$ cat src/rtl/c8_flow_pkg.sv
package c8_flow_pkg;
  typedef enum logic [2:0] {
    OP_JMP  = 3'd0,
    OP_CALL = 3'd1,
    OP_RET  = 3'd2,
    OP_JV0  = 3'd3,
    OP_ILL  = 3'd4
  } flow_op_e;
endpackage

$ cat src/rtl/c8_flow_decode.sv
module c8_flow_decode
  import c8_flow_pkg::*;
#(
  parameter int ADDR_W   = 12,
  parameter int DATA_W   = 8,
  parameter int CNT_W    = 5,
  parameter int LAT_JMP  = 12,
  parameter int LAT_CALL = 26,
  parameter int LAT_RET  = 10,
  parameter int LAT_JV0  = 22,
  parameter int LAT_JV0C = 24
) (
  input  logic [15:0]       opcode_i,
  input  logic [ADDR_W-1:0] pc_i,
  input  logic [DATA_W-1:0] v0_i,
  output flow_op_e          op_o,
  output logic [ADDR_W-1:0] target_o,
  output logic [ADDR_W-1:0] ret_addr_o,
  output logic [CNT_W-1:0]  latency_o
);
  localparam int PAGE_W = ADDR_W - DATA_W;

  logic [DATA_W:0]   lo_sum;
  logic [PAGE_W-1:0] page;

  assign lo_sum     = {1'b0, opcode_i[DATA_W-1:0]} + {1'b0, v0_i};
  // page carry wraps inside the page field
  assign page       = opcode_i[ADDR_W-1:DATA_W] + PAGE_W'(lo_sum[DATA_W]);
  assign ret_addr_o = pc_i + ADDR_W'(2);

  always_comb begin
    op_o      = OP_ILL;
    target_o  = opcode_i[ADDR_W-1:0];
    latency_o = '0;
    unique case (opcode_i[15:12])
      4'h1: begin op_o = OP_JMP;  latency_o = CNT_W'(LAT_JMP);  end
      4'h2: begin op_o = OP_CALL; latency_o = CNT_W'(LAT_CALL); end
      4'hB: begin
        op_o      = OP_JV0;
        target_o  = {page, lo_sum[DATA_W-1:0]};
        latency_o = lo_sum[DATA_W] ? CNT_W'(LAT_JV0C) : CNT_W'(LAT_JV0);
      end
      4'h0: if (opcode_i == 16'h00EE) begin
        op_o = OP_RET; latency_o = CNT_W'(LAT_RET);
      end
      default: ;
    endcase
  end
endmodule

$ cat src/rtl/c8_cycle_timer.sv
module c8_cycle_timer #(
  parameter int CNT_W = 5
) (
  input  logic             clk_i,
  input  logic             rst_ni,
  input  logic             start_i,
  input  logic [CNT_W-1:0] limit_i,
  output logic             busy_o,
  output logic [CNT_W-1:0] elapsed_o,
  output logic             done_o
);
  logic [CNT_W-1:0] lim_q;
  logic [CNT_W-1:0] cnt_q;
  logic             busy_q;

  always_ff @(posedge clk_i or negedge rst_ni) begin
    if (!rst_ni) begin
      busy_q <= 1'b0;
      cnt_q  <= '0;
      lim_q  <= '0;
    end else if (!busy_q) begin
      if (start_i) begin
        busy_q <= 1'b1;
        cnt_q  <= '0;
        lim_q  <= limit_i;
      end
    end else if (done_o) begin
      busy_q <= 1'b0;
    end else begin
      cnt_q <= cnt_q + CNT_W'(1);
    end
  end

  assign busy_o    = busy_q;
  assign elapsed_o = cnt_q;
  assign done_o    = busy_q && (cnt_q == lim_q - CNT_W'(1));


  done_pulse_chk: assert property (@(posedge clk_i) disable iff (!rst_ni)
    done_o |=> !done_o && !busy_o);


  cnt_bound_chk: assert property (@(posedge clk_i) disable iff (!rst_ni)
    busy_q |-> cnt_q < lim_q);
endmodule

$ cat src/rtl/c8_ret_stack.sv
module c8_ret_stack #(
  parameter int SP_W   = 8,
  parameter int DATA_W = 8
) (
  input  logic              clk_i,
  input  logic              rst_ni,
  input  logic              dec_i,
  input  logic              inc_i,
  input  logic              we_i,
  input  logic [DATA_W-1:0] wdata_i,
  output logic [DATA_W-1:0] rdata_o,
  output logic [SP_W-1:0]   sp_o
);
  localparam int DEPTH = 1 << SP_W;

  logic [DATA_W-1:0] mem_q [DEPTH];
  logic [SP_W-1:0]   sp_q;

  always_ff @(posedge clk_i or negedge rst_ni) begin
    if (!rst_ni)    sp_q <= '1;
    else if (dec_i) sp_q <= sp_q - SP_W'(1);
    else if (inc_i) sp_q <= sp_q + SP_W'(1);
  end

  always_ff @(posedge clk_i) begin
    if (we_i) mem_q[sp_q] <= wdata_i;
  end

  assign rdata_o = mem_q[sp_q];
  assign sp_o    = sp_q;


  sp_step_chk: assert property (@(posedge clk_i) disable iff (!rst_ni)
    !$stable(sp_q) |-> (sp_q == $past(sp_q) + SP_W'(1)) || (sp_q == $past(sp_q) - SP_W'(1)));


  no_dec_inc_chk: assert property (@(posedge clk_i) disable iff (!rst_ni)
    !(dec_i && inc_i));
endmodule

$ cat src/rtl/c8_flow_unit.sv
module c8_flow_unit
  import c8_flow_pkg::*;
#(
  parameter int ADDR_W   = 12,
  parameter int DATA_W   = 8,
  parameter int SP_W     = 8,
  parameter int LAT_JMP  = 12,
  parameter int LAT_CALL = 26,
  parameter int LAT_RET  = 10,
  parameter int LAT_JV0  = 22,
  parameter int LAT_JV0C = 24
) (
  input  logic              clk_i,
  input  logic              rst_ni,
  input  logic              start_i,
  input  logic [15:0]       opcode_i,
  input  logic [ADDR_W-1:0] pc_i,
  input  logic [DATA_W-1:0] v0_i,
  output logic              busy_o,
  output logic              done_o,
  output logic              pc_we_o,
  output logic [ADDR_W-1:0] pc_o,
  output logic              illegal_o,
  output logic [SP_W-1:0]   sp_o
);
  localparam int LAT_MAX = (LAT_CALL > LAT_JV0C) ? LAT_CALL : LAT_JV0C;
  localparam int CNT_W   = $clog2(LAT_MAX + 1);
  localparam int PAGE_W  = ADDR_W - DATA_W;

  flow_op_e          dec_op, op_q;
  logic [ADDR_W-1:0] dec_tgt, dec_ret, tgt_q, ret_q;
  logic [CNT_W-1:0]  dec_lat, elapsed;
  logic              accept, busy, done, illegal_q;
  logic              st_dec, st_inc, st_we;
  logic [DATA_W-1:0] st_wdata, st_rdata, hi_q, lo_q;
  logic [15:0]       opc_q;

  c8_flow_decode #(
    .ADDR_W(ADDR_W), .DATA_W(DATA_W), .CNT_W(CNT_W),
    .LAT_JMP(LAT_JMP), .LAT_CALL(LAT_CALL), .LAT_RET(LAT_RET),
    .LAT_JV0(LAT_JV0), .LAT_JV0C(LAT_JV0C)
  ) u_decode (
    .opcode_i  (opcode_i),
    .pc_i      (pc_i),
    .v0_i      (v0_i),
    .op_o      (dec_op),
    .target_o  (dec_tgt),
    .ret_addr_o(dec_ret),
    .latency_o (dec_lat)
  );

  assign accept = start_i && !busy;

  c8_cycle_timer #(.CNT_W(CNT_W)) u_timer (
    .clk_i    (clk_i),
    .rst_ni   (rst_ni),
    .start_i  (accept && dec_op != OP_ILL),
    .limit_i  (dec_lat),
    .busy_o   (busy),
    .elapsed_o(elapsed),
    .done_o   (done)
  );

  always_ff @(posedge clk_i or negedge rst_ni) begin
    if (!rst_ni) begin
      op_q      <= OP_ILL;
      tgt_q     <= '0;
      ret_q     <= '0;
      opc_q     <= '0;
      illegal_q <= 1'b0;
    end else begin
      illegal_q <= accept && dec_op == OP_ILL;
      if (accept && dec_op != OP_ILL) begin
        op_q  <= dec_op;
        tgt_q <= dec_tgt;
        ret_q <= dec_ret;
        opc_q <= opcode_i;
      end
    end
  end

  // stack micro-steps: call = dec, write lo + dec, write hi; return = read hi + inc, read lo + inc
  always_comb begin
    st_dec   = 1'b0;
    st_inc   = 1'b0;
    st_we    = 1'b0;
    st_wdata = '0;
    if (busy && op_q == OP_CALL) begin
      unique case (elapsed)
        CNT_W'(0): st_dec = 1'b1;
        CNT_W'(1): begin st_we = 1'b1; st_dec = 1'b1; st_wdata = ret_q[DATA_W-1:0]; end
        CNT_W'(2): begin st_we = 1'b1; st_wdata = DATA_W'(ret_q[ADDR_W-1:DATA_W]); end
        default: ;
      endcase
    end else if (busy && op_q == OP_RET) begin
      st_inc = (elapsed == CNT_W'(0)) || (elapsed == CNT_W'(1));
    end
  end

  always_ff @(posedge clk_i or negedge rst_ni) begin
    if (!rst_ni) begin
      hi_q <= '0;
      lo_q <= '0;
    end else if (busy && op_q == OP_RET) begin
      if (elapsed == CNT_W'(0)) hi_q <= st_rdata;
      if (elapsed == CNT_W'(1)) lo_q <= st_rdata;
    end
  end

  c8_ret_stack #(.SP_W(SP_W), .DATA_W(DATA_W)) u_stack (
    .clk_i  (clk_i),
    .rst_ni (rst_ni),
    .dec_i  (st_dec),
    .inc_i  (st_inc),
    .we_i   (st_we),
    .wdata_i(st_wdata),
    .rdata_o(st_rdata),
    .sp_o   (sp_o)
  );

  assign busy_o    = busy;
  assign done_o    = done;
  assign pc_we_o   = done;
  assign illegal_o = illegal_q;
  assign pc_o      = !done             ? '0 :
                     (op_q == OP_RET)  ? {hi_q[PAGE_W-1:0], lo_q} : tgt_q;


  illegal_idle_chk: assert property (@(posedge clk_i) disable iff (!rst_ni)
    illegal_o |-> !busy_o && !pc_we_o);


  jmp_target_chk: assert property (@(posedge clk_i) disable iff (!rst_ni)
    (pc_we_o && opc_q[15:12] == 4'h1) |-> pc_o == opc_q[ADDR_W-1:0]);


  busy_hold_chk: assert property (@(posedge clk_i) disable iff (!rst_ni)
    (busy_o && !done_o) |=> busy_o && $stable(op_q));
endmodule

$ cat config.mk
export PLATFORM = sky130hd
export DESIGN_NAME = c8_flow_unit
export DESIGN_NICKNAME = d
export VERILOG_FILES = /design/src/rtl/c8_flow_pkg.sv /design/src/rtl/c8_flow_decode.sv /design/src/rtl/c8_cycle_timer.sv /design/src/rtl/c8_ret_stack.sv /design/src/rtl/c8_flow_unit.sv
export SDC_FILE = /design/constraint.sdc
export NUM_CORES = 2
export LEC_CHECK = 0
export ABC_AREA = 1
export BUFFER_PORTS_ARGS = -buffer_cell sky130_fd_sc_hd__buf_2
export CAP_MARGIN = 20
export CORE_ASPECT_RATIO = 0.7
export CORE_MARGIN = 4
export CORE_UTILIZATION = 35
export CTS_CLUSTER_SIZE = 14
export DETAILED_ROUTE_END_ITERATION = 6
export PLACE_DENSITY_LB_ADDON = 0.3
export SLEW_MARGIN = 30
export SYNTH_ARGS = -nofsm -noshare
export SYNTH_HDL_FRONTEND = slang
export SYNTH_HIERARCHICAL = 1
export SYNTH_SLANG_ARGS = --single-unit
$ cat constraint.sdc
create_clock -name clk_i -period 10.11 [get_ports clk_i]
set_clock_uncertainty 0.05 [all_clocks]
set_input_delay 1.5165 -clock clk_i [delete_from_list [all_inputs] [get_ports clk_i]]
set_output_delay 1.5165 -clock clk_i [all_outputs]
set_load 0.1 [all_outputs]
# [Yosys cells after proc, flatten, opt, wreduce, memory -nomap -nowiden]
# Memory sizes are Yosys's and may differ from the RTL's.
# Index checks and enable logic that the tools add are counted.
[word_totals] register_bits=59 ramBits=2048 input_bits=39 output_inout_bits=24 wordCells=75 memories=1
[classes] n_addsub=7 eq_ne=12 mux=26 bitwise=1 reduce_logical=18
[memory_table] name="u_stack.mem_q" depth=256 width=8 rd=1 rd_clocked_by_memory_dff=0 wr=1 line_no="c8_ret_stack.sv:16" text="logic [DATA_W-1:0] mem_q [DEPTH];"
[ops] cell="12-bit two-way mux" count=3
[ops] cell="8-bit two-way mux" count=3
[ops] cell="5-bit case mux with 4 select lines" count=1
[ops] cell="16-bit by 8-bit == test with 1-bit output, second input constant" count=1
[ops] cell="8-bit case mux with 2 select lines" count=1
[ops] cell="5-bit two-way mux" count=3
[ops] cell="12-bit by 2-bit adder with 12-bit output, second input constant" count=1
[ops] cell="3-bit case mux with 4 select lines" count=1
[ops] cell="1-bit two-way mux" count=11
[ops] cell="8-bit by 8-bit adder with 9-bit output" count=1
[ops] cell="8-bit by 1-bit adder with 8-bit output, second input constant" count=1
[ops] cell="4-bit two-way mux" count=2
[ops] cell="2-bit AND reduction" count=4
[ops] cell="8-bit by 1-bit subtractor with 8-bit output, second input constant" count=1
[ops] cell="1-bit logical AND" count=6
[ops] cell="5-bit by 1-bit adder with 5-bit output, second input constant" count=1
[ops] cell="5-bit by 1-bit == test with 1-bit output, second input constant" count=1
[ops] cell="5-bit by 2-bit == test with 1-bit output, second input constant" count=1
[ops] cell="5-bit == test" count=1
[ops] cell="5-bit zero test" count=1
[ops] cell="5-bit by 1-bit subtractor with 5-bit output, second input constant" count=1
[ops] cell="4-bit by 1-bit adder with 4-bit output" count=1
[ops] cell="4-bit by 1-bit == test with 1-bit output, second input constant" count=1
[ops] cell="4-bit by 2-bit == test with 1-bit output, second input constant" count=1
[ops] cell="13 further kinds" count=15

# [Longest topological paths before layout]
[depth] word_depth=7 ltp_mapped=17 ltp_nobuf=15

# [Hierarchy]
# The synthesis kept the hierarchy.
[modules_own_cells] mod="c8_ret_stack" n_inst=1 cells_per_inst=8075 area_per_inst_um2=85161.7 seq_area_each_um2=61709.2
[modules_own_cells] mod="c8_flow_unit" n_inst=1 cells_per_inst=275 area_per_inst_um2=2112.0 seq_area_each_um2=1002.2
[modules_own_cells] mod="c8_flow_decode" n_inst=1 cells_per_inst=154 area_per_inst_um2=865.8 seq_area_each_um2=0.0
[modules_own_cells] mod="c8_cycle_timer" n_inst=1 cells_per_inst=93 area_per_inst_um2=683.2 seq_area_each_um2=275.3

# [Least setup slack after synthesis]
# No wires, ideal clock.
[synth_path] kind="flip-flop to flip-flop" from="reg u_timer.busy_q (netlist: u_timer/busy_o)" to="mem u_stack.mem_q[0][3] (data pin)" setup_time_ns=1.575 arrival_ns=8.364 required_ns=8.485 slack_ns=0.121 path_stages_with_launch=3 n_path_buf=0 period_less_slack_ns=9.989 cell_sequence="dfrtp_1 -> nand3_2 -> a21oi_1"
[synth_via] elab_chain_cells=2
[synth_rtl] element="start: declaration" line_no="c8_cycle_timer.sv:14" text="logic busy_q;"
[synth_rtl] element="start signal: assignment" line_no="c8_cycle_timer.sv:18" text="busy_q <= 1'b0;"
[synth_rtl] element="start signal: assignment" line_no="c8_cycle_timer.sv:23" text="busy_q <= 1'b1;"
[synth_rtl] element="start signal: assignment" line_no="c8_cycle_timer.sv:28" text="busy_q <= 1'b0;"
[synth_rtl] element="1-bit logical AND" line_no="c8_flow_unit.sv:88" text="if (busy && op_q == OP_CALL) begin"
[synth_rtl] element="8-bit two-way mux" line_no="c8_flow_unit.sv:88"
[synth_rtl] element="named net st_wdata[3]" line_no="c8_flow_unit.sv:35" text="logic [DATA_W-1:0] st_wdata, st_rdata, hi_q, lo_q;"
[synth_rtl] element="end: declaration" line_no="c8_ret_stack.sv:16"
# The timed path passes the listed nets, and every way through them passes these cells.

# [Final worst setup path]
[layout_path] from="reg u_stack.sp_q[0] (netlist: u_stack/sp_o[0])" to="reg hi_q[0]"
[layout_via] elab_chain_cells=1
[layout_rtl] element="start: declaration" line_no="c8_ret_stack.sv:17" text="logic [SP_W-1:0] sp_q;"
[layout_rtl] element="start signal: assignment" line_no="c8_ret_stack.sv:21" text="else if (dec_i) sp_q <= sp_q - SP_W'(1);"
[layout_rtl] element="start signal: assignment" line_no="c8_ret_stack.sv:22" text="else if (inc_i) sp_q <= sp_q + SP_W'(1);"
[layout_rtl] element="memory 256 x 8 bit"
[layout_rtl] element="named net st_rdata[0]" line_no="c8_flow_unit.sv:35"
[layout_rtl] element="end signal: assignment" line_no="c8_flow_unit.sv:105" text="if (elapsed == CNT_W'(0)) hi_q <= st_rdata;"
[layout_rtl] element="end: declaration" line_no="c8_flow_unit.sv:35"
# The timed path passes the listed nets, and every way through them passes these cells.
# A chain may end at the register's enable or synchronous reset.

==> summary.md <==
| Metric | Value |
|---|---|
| Clock buffer depth | 4 |
| Die span in y | 429 um |
| Wl on met1 | 116,000 um |
| Placer Congestion | 0.850 |
| Cts hold-fix bufs | 0 |
| Max rail drop VDD | 0.269 mV |
| Post-Syn Instances | roughly 8,600 |
| Count of final setup violators | 0 |
| Crit. End Element | flip-flop |
| Post-route design area | 0.0987 mm2 |
| PortBufs | 62 |
| Chip Width | 610 um |
| DR pass1 iterations | 6 |
| Synth Area in Compound Gates | 1.30% |
| Clk pwr share | 31.7% |
| Most frequent cells in the layout | nand2_1, edfxtp_1, nor2_1 |
| Switching share of total power | between 30% and 40% |
| CTS tree | done |
| CP startpoint | u_stack/sp_o[0] |
| Synth Area in Simple Gates | 24.7% |
| Post-cts resize count | 0 |
| Critical path peak fanout | 159 |
| Setup Crit Path Kind | flip-flop to flip-flop |
| Global-route wire length before repair | approximately 370,000 um |
| PwrDens | 233 mW/mm2 |
| Sequential area share after synthesis | 70.9% |
| Full die area | 0.262 mm2 |
| H-tree levels | 4 |
| Sink Count | about 2,100 |
| Comb power frac | a little over a quarter |
| # nets final | between 8,000 and 9,000 |
| Final max-slew violation count | 0 |
| CP arrival | roughly 5.7 ns |
| Via count of the routed design | around 60,000 |
| RSZ-0062 raised after global routing | false |
| Largest net degree at the start of global routing | 186 |
| Setup_tns | 0 ns |
| Post-layout min period | 5.07 ns |
| Yosys cell types | 40 |
| Ys async rst share | 2.80% |
| Critical Path Start Type | flip-flop |
| Most common cell after layout, fill and taps aside | nand2_1 |
| Top sig layer | met4 |
| Core Rows | about 150 |
| Synth Area in XOR/XNOR | 0.187% |
| Worst-path clk slew | roughly 0.06 ns |
| Warnings, synthesis | 6 |
| Post-synthesis mux area share | 0.0127% |
| Area growth from synthesis to layout | 11.1% |
| GRT Total Usage | between 10% and 20% |
| IO Count | 63 |
| Mapped Avg Cell Area | 10.3 um2 |
| Dpl hpwl | 143,000 um |
| Layout cell share with drive strength beyond 1 | 5.69% |
| Number of synthesized register bits | 2,107 |
| Residual DRC count | 0 |
| Gr ovfl total | 0 |
| Req. time, crit path | about 11 ns |
| Pint | ~15,000 uW |
| Total length of routed met3 wires | 25,300 um |
| Met2 WL | 105,000 um |
| Total clock buffers created by CTS | 200 |
| Syn_nets | 8,657 |
| Antenna-violating nets left | 0 |
| Run status | completed |
| RR Startpoint | u_stack/sp_o[0] |
| Post-synth EDFFs | 2,048 |
| Initial antenna violation count | 14 |
| Switch Pwr | between 7000 and 8000 uW |
| Hold Vio Cnt, Final | 0 |
| R2R depth | 17 |
| Max Fclk | 197 MHz |
| DRT iter0 DRCs | 6,911 |
| Largest family of logic cells by synthesized area | simple AND/OR/NAND/NOR gates |
| Tcrit/Tclk final | 50.2% |
| CTS Root Cell | clkbuf_16 |
| Critical path endpoint | hi_q[0] |
| Reg2reg end | hi_q[0] |
| Total wire length | 251,000 um |
| Slew @ Worst Pin | 1.06 ns |
| Initial Util | between 30% and 40% |
| Mapped Area | 0.0888 mm2 |
| Reg2Reg Setup Slack | 5.04 ns |
| Sequential share of power | 42.2% |
| Leak | 0.0396 uW |
| Drt via density | 5.01 |
| Insertion delay to the later sink of the worst-skew pair | 0.86 ns |
| Post-CTS Setup Repair Bufs | 0 |
| Placed cell area | 0.0924 mm2 |
| Core area | 0.252 mm2 |
| Main flop type after synthesis | edfxtp_1 |
| Worst Hold Class | flip-flop to flip-flop |
| Drt wl/cell | 20.9 um |
| Max Cap Viol | 0 |
| Synth Area in Adders | 0.313% |
| Max transition margin | about 29% |
| Vias in the first global route | 56,600 |
==> Yosys cell counts (5+ instances only) <==
library cell  count  share of area, %
buf_1            38              0.16
dfrtp_1          50               1.4
buf_6             6             0.076
a21oi_1          50              0.28
buf_2           180               1.0
edfxtp_1       2048                69
xor2_1           12              0.12
buf_4            11             0.093
nor2_1          414               1.7
xnor2_1           7             0.069
nand4_1          13             0.092
inv_2            15             0.063
nor2_4            5             0.063
dfstp_2           9              0.27
ha_1             19              0.27
o21ai_0          89              0.50
nand3_1         236               1.3
inv_1            79              0.33
clkbuf_1        199              0.84
o21ai_1          82              0.46
nand2_2           5             0.035
nand2_1        4991                21
==> registers in the layout (all words and copies together) (netlist names) <==
register,count
hi_q,4
lo_q,8
u_timer/busy_o,1
ret_q,12
u_timer/elapsed_o,5
op_q,3
u_timer/lim_q,5
illegal_o,1
u_stack/mem_q,2048
u_stack/sp_o,8
tgt_q,12
==> cells by family after synthesis <==
logic type,Yosys count
simple gates,5691
flops,2107
buf+inv,529
compound gates,228
fa+ha+maj,21
xor+xnor,19
other cells,1
mux,1
==> metrics by stage <==
| stage | instances | setup slack, ns | total power [uW] | util (%) | hold slack, ns |
|---|---|---|---|---|---|
| 5_1_grt | 12000 | 4.89 | 24200 | 39.1 | 0.455 |
| 3_5_place_dp | 11700 | 5.18 | 15800 | 36.7 | 0.417 |
| 2_1_floorplan | 8597 | 0.121 | 14000 | - | 0.389 |
| 6_report | 12000 | 5.04 | 23000 | 39.2 | 0.431 |
| 3_3_place_gp | 11700 | 5.23 | 15800 | 36.7 | 0.415 |
| 4_1_cts | 12000 | 5.06 | 23100 | 39.1 | 0.432 |
==> cell type report <==
| cell class | instances | area, um2 |
|---|---|---|
| fillers | 24400 | 153000 |
| flip-flops and latches | 2107 | 63000 |
| multi-input cells | 5961 | 23700 |
| clock buffers | 259 | 5290 |
| well taps | 3354 | 4200 |
| repair buffers | 160 | 1280 |
| clock inverters | 93 | 832 |
| inverters | 95 | 382 |
| diodes | 5 | 12.5 |
==> how the worst min path moves through the flow <==
stage,slack (ns),startpoint,depth (start not counted),endpoint
finish,0.43,ret_q[2],2,ret_q[2]
global route,0.46,op_q[2],2,op_q[2]
CTS,0.43,op_q[2],2,op_q[2]
detailed placement,0.42,ret_q[9],2,ret_q[9]
global placement,0.42,tgt_q[10],2,tgt_q[10]
floorplan,0.39,ret_q[4],2,ret_q[4]
==> worst max-delay path: stages (launching register included) <==
cell and delay, ns:
dfstp_4 1.08, inv_8 0.41, buf_12 0.39, buf_4 0.62, nand2_1 0.16, nand2_1 0.06, nand2_1 0.05, nand3_1 0.12
nand2_1 0.09, nand2_1 0.06, o21ai_1 0.15, nand2_1 0.33, nor2_1 0.23, nor2_1 0.06, nor2_1 0.27, nand2_1 0.14
nand3_1 0.11, nand2_1 0.06
==> power by group through the flow <==
stage	clock network [uW]	logic, uW	registers (uW)
detailed placement	0	5920	9910
global placement	0	5890	9910
finish	7290	6010	9730
global route	7820	6680	9730
CTS	7430	5940	9730
floorplan	0	4050	9900
==> per-layer routing <==
metal / GRT usage (%) / vias to the layer above
li1: - / 28000
met1: 29.0 / 29400
met2: 26.7 / 2495
met3: 4.12 / 304
met4: 3.65 / 0
met5: 0 / -
No activity file was read; power rests on OpenSTA's default activity.
